File: src/rtl/dma_arb_pkg.sv
package dma_arb_pkg;
  localparam int unsigned SEL_SW_CODE    = 0;
  localparam int unsigned SEL_CHAIN_CODE = 14;

  typedef enum logic {
    ARB_IDLE = 1'b0,
    ARB_BUSY = 1'b1
  } arb_state_e;
endpackage

File: src/rtl/dma_trig_cond.sv
module dma_trig_cond
  import dma_arb_pkg::*;
#(
  parameter int SEL_W  = 4,
  parameter int TRIG_N = 16
) (
  input  logic              clk_i,
  input  logic              rst_ni,
  input  logic              en_i,
  input  logic              level_i,
  input  logic [SEL_W-1:0]  sel_i,
  input  logic [TRIG_N-1:0] trig_src_i,
  input  logic              chain_i,
  input  logic              sw_req_i,
  input  logic              gnt_i,
  output logic              req_o
);
  logic raw, prev_q, pend_q, sw_q, is_sw;

  assign is_sw = (sel_i == SEL_W'(SEL_SW_CODE));

  always_comb begin
    if (is_sw)                              raw = 1'b0;
    else if (sel_i == SEL_W'(SEL_CHAIN_CODE)) raw = chain_i;
    else                                    raw = trig_src_i[sel_i];
  end

  // set wins over a coincident grant; disabled channel forgets everything
  always_ff @(posedge clk_i or negedge rst_ni) begin
    if (!rst_ni) begin
      prev_q <= 1'b0;
      pend_q <= 1'b0;
      sw_q   <= 1'b0;
    end else begin
      prev_q <= raw;
      pend_q <= en_i & ((raw & ~prev_q) | (pend_q & ~gnt_i));
      sw_q   <= en_i & (sw_req_i | (sw_q & ~gnt_i));
    end
  end

  assign req_o = en_i & (is_sw ? sw_q : (level_i ? raw : pend_q));


  disabled_forget_chk: assert property (@(posedge clk_i) disable iff (!rst_ni)
    !en_i |=> (!pend_q && !sw_q));

  sw_clear_chk: assert property (@(posedge clk_i) disable iff (!rst_ni)
    (sw_q && gnt_i && !sw_req_i) |=> !sw_q);
endmodule

File: src/rtl/dma_prio_arb.sv
module dma_prio_arb #(
  parameter int NUM_CH = 3,
  localparam int CH_W  = (NUM_CH > 1) ? $clog2(NUM_CH) : 1
) (
  input  logic [NUM_CH-1:0] req_i,
  input  logic              rotate_i,
  input  logic [CH_W-1:0]   last_i,
  output logic [CH_W-1:0]   win_o,
  output logic              any_o
);
  always_comb begin
    int base, idx;
    win_o = '0;
    any_o = 1'b0;
    base  = rotate_i ? int'(last_i) + 1 : 0;
    if (base >= NUM_CH) base = 0;
    for (int k = 0; k < NUM_CH; k++) begin
      idx = base + k;
      if (idx >= NUM_CH) idx = idx - NUM_CH;
      if (!any_o && req_i[idx]) begin
        any_o = 1'b1;
        win_o = CH_W'(idx);
      end
    end
  end


  always_comb begin
    win_valid_chk: assert (!any_o || req_i[win_o]);
  end
endmodule

File: src/rtl/dma_ivec.sv
module dma_ivec #(
  parameter int NUM_CH = 3,
  parameter int IV_W   = 8
) (
  input  logic [NUM_CH-1:0] flag_i,
  output logic [IV_W-1:0]   iv_o
);
  always_comb begin
    iv_o = '0;
    for (int c = NUM_CH - 1; c >= 0; c--)
      if (flag_i[c]) iv_o = IV_W'((c + 1) * 2);
  end


  always_comb begin
    iv_even_chk: assert (iv_o[0] == 1'b0);
  end
endmodule

File: src/rtl/dma_trig_arb.sv
module dma_trig_arb
  import dma_arb_pkg::*;
#(
  parameter int NUM_CH = 3,
  parameter int SEL_W  = 4,
  parameter int TRIG_N = 16,
  parameter int IV_W   = 8,
  localparam int CH_W  = (NUM_CH > 1) ? $clog2(NUM_CH) : 1
) (
  input  logic                    clk_i,
  input  logic                    rst_ni,
  input  logic [TRIG_N-1:0]       trig_src_i,
  input  logic [NUM_CH-1:0]       sw_req_i,
  input  logic [NUM_CH*SEL_W-1:0] ch_sel_i,
  input  logic [NUM_CH-1:0]       ch_en_i,
  input  logic [NUM_CH-1:0]       ch_level_i,
  input  logic                    rotate_i,
  input  logic                    on_fetch_i,
  input  logic                    nmi_en_i,
  input  logic                    nmi_i,
  input  logic                    fetch_i,
  input  logic                    xfer_done_i,
  input  logic [NUM_CH-1:0]       ifg_i,
  output logic                    grant_o,
  output logic [CH_W-1:0]         grant_ch_o,
  output logic [NUM_CH-1:0]       abort_o,
  output logic [IV_W-1:0]         iv_o
);
  arb_state_e        state_q;
  logic [NUM_CH-1:0] req, elig, gnt_vec, abort_q, abort_set;
  logic [CH_W-1:0]   win, gch_q, last_q;
  logic              any, issue, grant_q, busy;

  assign busy = (state_q == ARB_BUSY);

  for (genvar c = 0; c < NUM_CH; c++) begin : g_ch
    dma_trig_cond #(.SEL_W(SEL_W), .TRIG_N(TRIG_N)) u_cond (
      .clk_i      (clk_i),
      .rst_ni     (rst_ni),
      .en_i       (ch_en_i[c]),
      .level_i    (ch_level_i[c]),
      .sel_i      (ch_sel_i[c*SEL_W +: SEL_W]),
      .trig_src_i (trig_src_i),
      .chain_i    (ifg_i[0]),
      .sw_req_i   (sw_req_i[c]),
      .gnt_i      (gnt_vec[c]),
      .req_o      (req[c])
    );
    assign gnt_vec[c]   = issue && (win == CH_W'(c));
    assign abort_set[c] = busy && nmi_en_i && nmi_i && (gch_q == CH_W'(c));


    abort_block_chk: assert property (@(posedge clk_i) disable iff (!rst_ni)
      abort_q[c] |=> !(grant_o && grant_ch_o == CH_W'(c)));

    abort_clear_chk: assert property (@(posedge clk_i) disable iff (!rst_ni)
      !ch_en_i[c] |=> !abort_o[c]);
  end

  assign elig = req & ~abort_q;

  dma_prio_arb #(.NUM_CH(NUM_CH)) u_arb (
    .req_i    (elig),
    .rotate_i (rotate_i),
    .last_i   (last_q),
    .win_o    (win),
    .any_o    (any)
  );

  assign issue = !busy && any && (!on_fetch_i || fetch_i);

  always_ff @(posedge clk_i or negedge rst_ni) begin
    if (!rst_ni) begin
      state_q <= ARB_IDLE;
      grant_q <= 1'b0;
      gch_q   <= '0;
      last_q  <= CH_W'(NUM_CH - 1);
      abort_q <= '0;
    end else begin
      grant_q <= issue;
      abort_q <= ch_en_i & (abort_q | abort_set);
      if (issue) begin
        state_q <= ARB_BUSY;
        gch_q   <= win;
        last_q  <= win;
      end else if (busy && xfer_done_i) begin
        state_q <= ARB_IDLE;
      end
    end
  end

  dma_ivec #(.NUM_CH(NUM_CH), .IV_W(IV_W)) u_ivec (
    .flag_i (ifg_i),
    .iv_o   (iv_o)
  );

  assign grant_o    = grant_q;
  assign grant_ch_o = gch_q;
  assign abort_o    = abort_q;


  grant_pulse_chk: assert property (@(posedge clk_i) disable iff (!rst_ni)
    grant_o |=> !grant_o);

  busy_hold_chk: assert property (@(posedge clk_i) disable iff (!rst_ni)
    (busy && !xfer_done_i) |=> !grant_o);

  fetch_wait_chk: assert property (@(posedge clk_i) disable iff (!rst_ni)
    (on_fetch_i && !fetch_i) |=> !grant_o);
endmodule

File: config.mk
export PLATFORM = sky130hd
export DESIGN_NAME = dma_trig_arb
export DESIGN_NICKNAME = d
export VERILOG_FILES = /design/src/rtl/dma_arb_pkg.sv /design/src/rtl/dma_trig_cond.sv /design/src/rtl/dma_prio_arb.sv /design/src/rtl/dma_ivec.sv /design/src/rtl/dma_trig_arb.sv
export SDC_FILE = /design/constraint.sdc
export NUM_CORES = 1
export LEC_CHECK = 0
export BUFFER_PORTS_ARGS = -buffer_cell sky130_fd_sc_hd__buf_2
export CAP_MARGIN = 0
export CELL_PAD_IN_SITES_DETAIL_PLACEMENT = 2
export CELL_PAD_IN_SITES_GLOBAL_PLACEMENT = 2
export CORE_ASPECT_RATIO = 1.1
export CORE_UTILIZATION = 25
export CTS_CLUSTER_DIAMETER = 50
export CTS_CLUSTER_SIZE = 28
export DETAILED_ROUTE_END_ITERATION = 6
export PLACE_DENSITY = 0.71
export SLEW_MARGIN = 20
export SYNTH_ARGS = -nofsm -noshare
export SYNTH_HDL_FRONTEND = slang
export SYNTH_SLANG_ARGS = --single-unit
File: constraint.sdc
create_clock -name clk_i -period 4.9 [get_ports clk_i]
set_input_delay 0.49 -clock clk_i [delete_from_list [all_inputs] [get_ports clk_i]]
set_output_delay 0.49 -clock clk_i [all_outputs]
set_load 0.01 [all_outputs]
==> summary.md <==
| Metric | Value |
|---|---|
| Status | `completed` |
| Initial Utilization | `a little over a quarter` |
| Number of fill cells | `just over 800` |
| Total clock sinks | `17` |
| Drt total wl | `~5300 um` |
| Drt drc | `0` |
| Avg Vias per Cell | `5.21` |
| Syn avg cell area | `8.83 sq um` |
| Arr. time, crit path | `3.73 ns` |
| CP required | `between 5 and 6 ns` |
| Worst reg2reg path depth | `13` |
| Post-synth EDFFs | `0` |
| Fin Hold WS | `around 0.17 ns` |
| Worst Setup Slack, final | `around 1.3 ns` |
| Cts repair resizes | `0` |
| First-pass GRT wire length | `between 8000 and 9000 um` |
| Vias in the first global route | `1893` |
| Number of diodes | `0` |
| Die Span Y | `90.4 um` |
| Setup TNS | `0 ns` |
| Crit path kind | `register to register` |
| First-pass DRT Iterations | `2` |
| Crit. End Element | `register` |
| DP Worst Slack | `1.28 ns` |
| Port Buffers | `55` |
| Chip width | `~80 um` |
| Max Freq | `between 0.2 and 0.3 GHz` |
| Critical R2R Capture | `grant_ch_o[0]` |
| CTS clk-pin slew, worst paths | `roughly 0.070 ns` |
| Leakage | `around 1.0 nW` |
| Core area | `between 6000 and 7000 sq um` |
| Gpl congestion | `0.761` |
| CTS tree | `yes` |
| Slew Viols, Final | `0` |
| H-tree levels | `1` |
| CTS max path bufs | `2` |
| Max-cap violations | `0` |
| TritonCTS buffer count | `3` |
| Synth Flop Type | `dfrtp_1` |
| Min-delay worst type | `input port to asynchronous set/reset pin` |
| Postcts setup bufs | `0` |
| HPWL Detailed | `~4600 um` |
| Mapped cell area | `1770 sq um` |
| Ys Warns | `0` |
| Part of the cycle the worst path needs | `between 70 and 80%` |
| Row count | `31` |
| Number of nets in the layout | `306` |
| CP Max Fanout | `9` |
| Layout cells sized above 1 | `about 30%` |
| Seq/Total Area, Yosys | `24.0%` |
| RR Startpoint | `grant_ch_o[0]` |
| Peak VDD IR | `88.5 uV` |
| Worst Max-Slew Pin Slew | `0.766 ns` |
| Area after DPL | `between 2000 and 2500 sq um` |
| R2R setup slack | `1.31 ns` |
| RSZ-0062 raised after global routing | `false` |
| Gr usage total | `15.6%` |
| Hold_buf cts | `0` |
| Area Growth Syn to Fin | `20.0%` |
| Startpoint types | `register` |
| Slew HR | `about half` |
| Largest net degree at the start of global routing | `18` |
| Initial antenna violation count | `0` |
| Die Footprint | `roughly 7400 sq um` |
| Hold Violations, Final | `0` |
| Cells after Synth | `201` |
| Final instance area | `between 2000 and 2500 sq um` |
| Per-cell routed wire length | `between 15 and 20 um` |
| Io pins | `just over 60` |
| Antenna-violating nets left | `0` |
| #FFs+latches synth | `17` |
| DRT iter0 DRCs | `24` |
| Power per cell area | `~270 nW/um^2` |
| Post-synth cell types | `53` |
| Root Driver | `clkbuf_8` |
| Min Tclk post-route | `~3.6 ns` |
| Most frequent cells in the layout | `buf_2 (55), inv_1 (16), dfrtp_1 (16)` |
| Later-pin clock latency in the skew report | `~0.25 ns` |
| Total global routing overflow | `0` |
| Leading cell type in the layout, fill and taps excluded | `buf_2` |
| Routed vias | `between 1500 and 2000` |
| Fraction of registers with async set/reset | `100%` |
| Clk_skew | `approximately 0.0069 ns` |
| Final setup vio count | `0` |
-- sequential cells by signal (all words and copies together), names as in the netlist --
signal              count
abort_o                 3
g_ch.u_cond.pend_q      3
g_ch.u_cond.prev_q      3
g_ch.u_cond.sw_q        3
grant_ch_o              2
busy                    1
grant_o                 1
last_q                  1
-- Yosys cell counts, types with 2 or more instances --
cell,n,area share (%)
nor4_1,4,1.4
nor2b_1,4,1.4
a21oi_1,15,4.2
inv_1,16,3.4
mux2i_1,15,8.5
a31oi_1,5,1.8
or3_1,3,1.1
nor2_1,10,2.1
nand2_1,7,1.5
dfrtp_1,16,23
or2_2,2,0.71
o21ai_0,12,3.4
a21o_1,7,3.0
mux4_2,7,8.9
nor3_1,7,2.0
a21boi_0,2,0.85
conb_1,2,0.42
o21a_1,6,2.5
nor3b_1,2,0.85
o31ai_1,2,0.85
nand3_1,3,0.85
ha_1,5,3.5
nand2b_1,4,1.4
mux2_2,3,1.9
nand4b_1,2,0.99
nand3b_1,4,1.7
o21bai_1,2,0.85
clkbuf_1,2,0.42
buf_4,8,3.4
-- stage by stage --
step	total power, mW	utilization [%]	cells
3_5_place_dp	0.487	31.0	330
6_report	0.583	31.7	334
4_1_cts	0.594	31.7	334
5_1_grt	0.632	31.7	334
3_3_place_gp	0.479	31.0	330
2_1_floorplan	0.394	-	206
-- worst max-delay path, stage by stage (launching register included) --
cell and delay, ns:
dfrtp_1 0.47, ha_1 0.38, or3_1 0.46, inv_1 0.22
ha_1 0.18, inv_1 0.04, ha_1 0.25, mux2_2 0.28
mux2_2 0.31, nand2_2 0.09, nand2_1 0.08, o41ai_4 0.43
inv_2 0.14, mux2i_1 0.14
-- cell type report --
class | instances | area, sq um | area share (%)
Sequential cell | 17 | 427 | 20.0
Clock inverter | 1 | 5.00 | 0.235
Timing Repair Buffer | 55 | 275 | 12.9
Inverter | 17 | 63.8 | 3.00
Tap cell | 82 | 103 | 4.82
Multi-Input combinational cell | 159 | 1210 | 57.1
Clock buffer | 3 | 41.3 | 1.94
-- worst max-delay path by stage --
stage,cells after the start,startpoint,endpoint,slack [ns]
after detailed placement,13,grant_ch_o[0],grant_ch_o[0],1.28
final,13,grant_ch_o[0],grant_ch_o[0],1.31
after global routing,15,grant_ch_o[0],grant_ch_o[0],1.01
after floorplan,15,grant_ch_o[0],grant_ch_o[0],1.53
after global placement,13,grant_ch_o[0],grant_ch_o[0],1.40
after CTS,13,grant_ch_o[0],grant_ch_o[0],1.28
-- per-layer routing --
| layer | global-route usage (%) | up-vias | wire, um |
|---|---|---|---|
| li1 | - | 846 | - |
| met1 | 18.3 | 859 | 2240 |
| met2 | 28.9 | 32 | 2880 |
| met3 | 0.808 | 4 | 113 |
| met4 | 5.26 | 0 | 106 |
| met5 | 0 | - | 0 |
-- cells by family (layout without fill, tap and decap cells) --
kind of cell               Yosys count  count (layout)  synth area share, %
AOI/OAI and AO/OA                   63              63                 24.3
adders and majority gates            5               5                 3.53
other                                2               7                0.423
and+or+nand+nor                     58              58                 18.4
DFF                                 17              17                 24.0
buffers and inverters               30              76                 8.53
muxes                               26              26                 20.7
-- report_power, final --
| group | switching, mW | internal, mW | total [mW] | leakage (nW) |
|---|---|---|---|---|
| clock | 0.0471 | 0.0563 | 0.103 | 0.0255 |
| sequential | 0.0206 | 0.169 | 0.190 | 0.217 |
| combinational | 0.166 | 0.123 | 0.289 | 0.762 |
| total | 0.234 | 0.349 | 0.583 | 1.00 |
No activity file was read; power rests on OpenSTA's default activity.
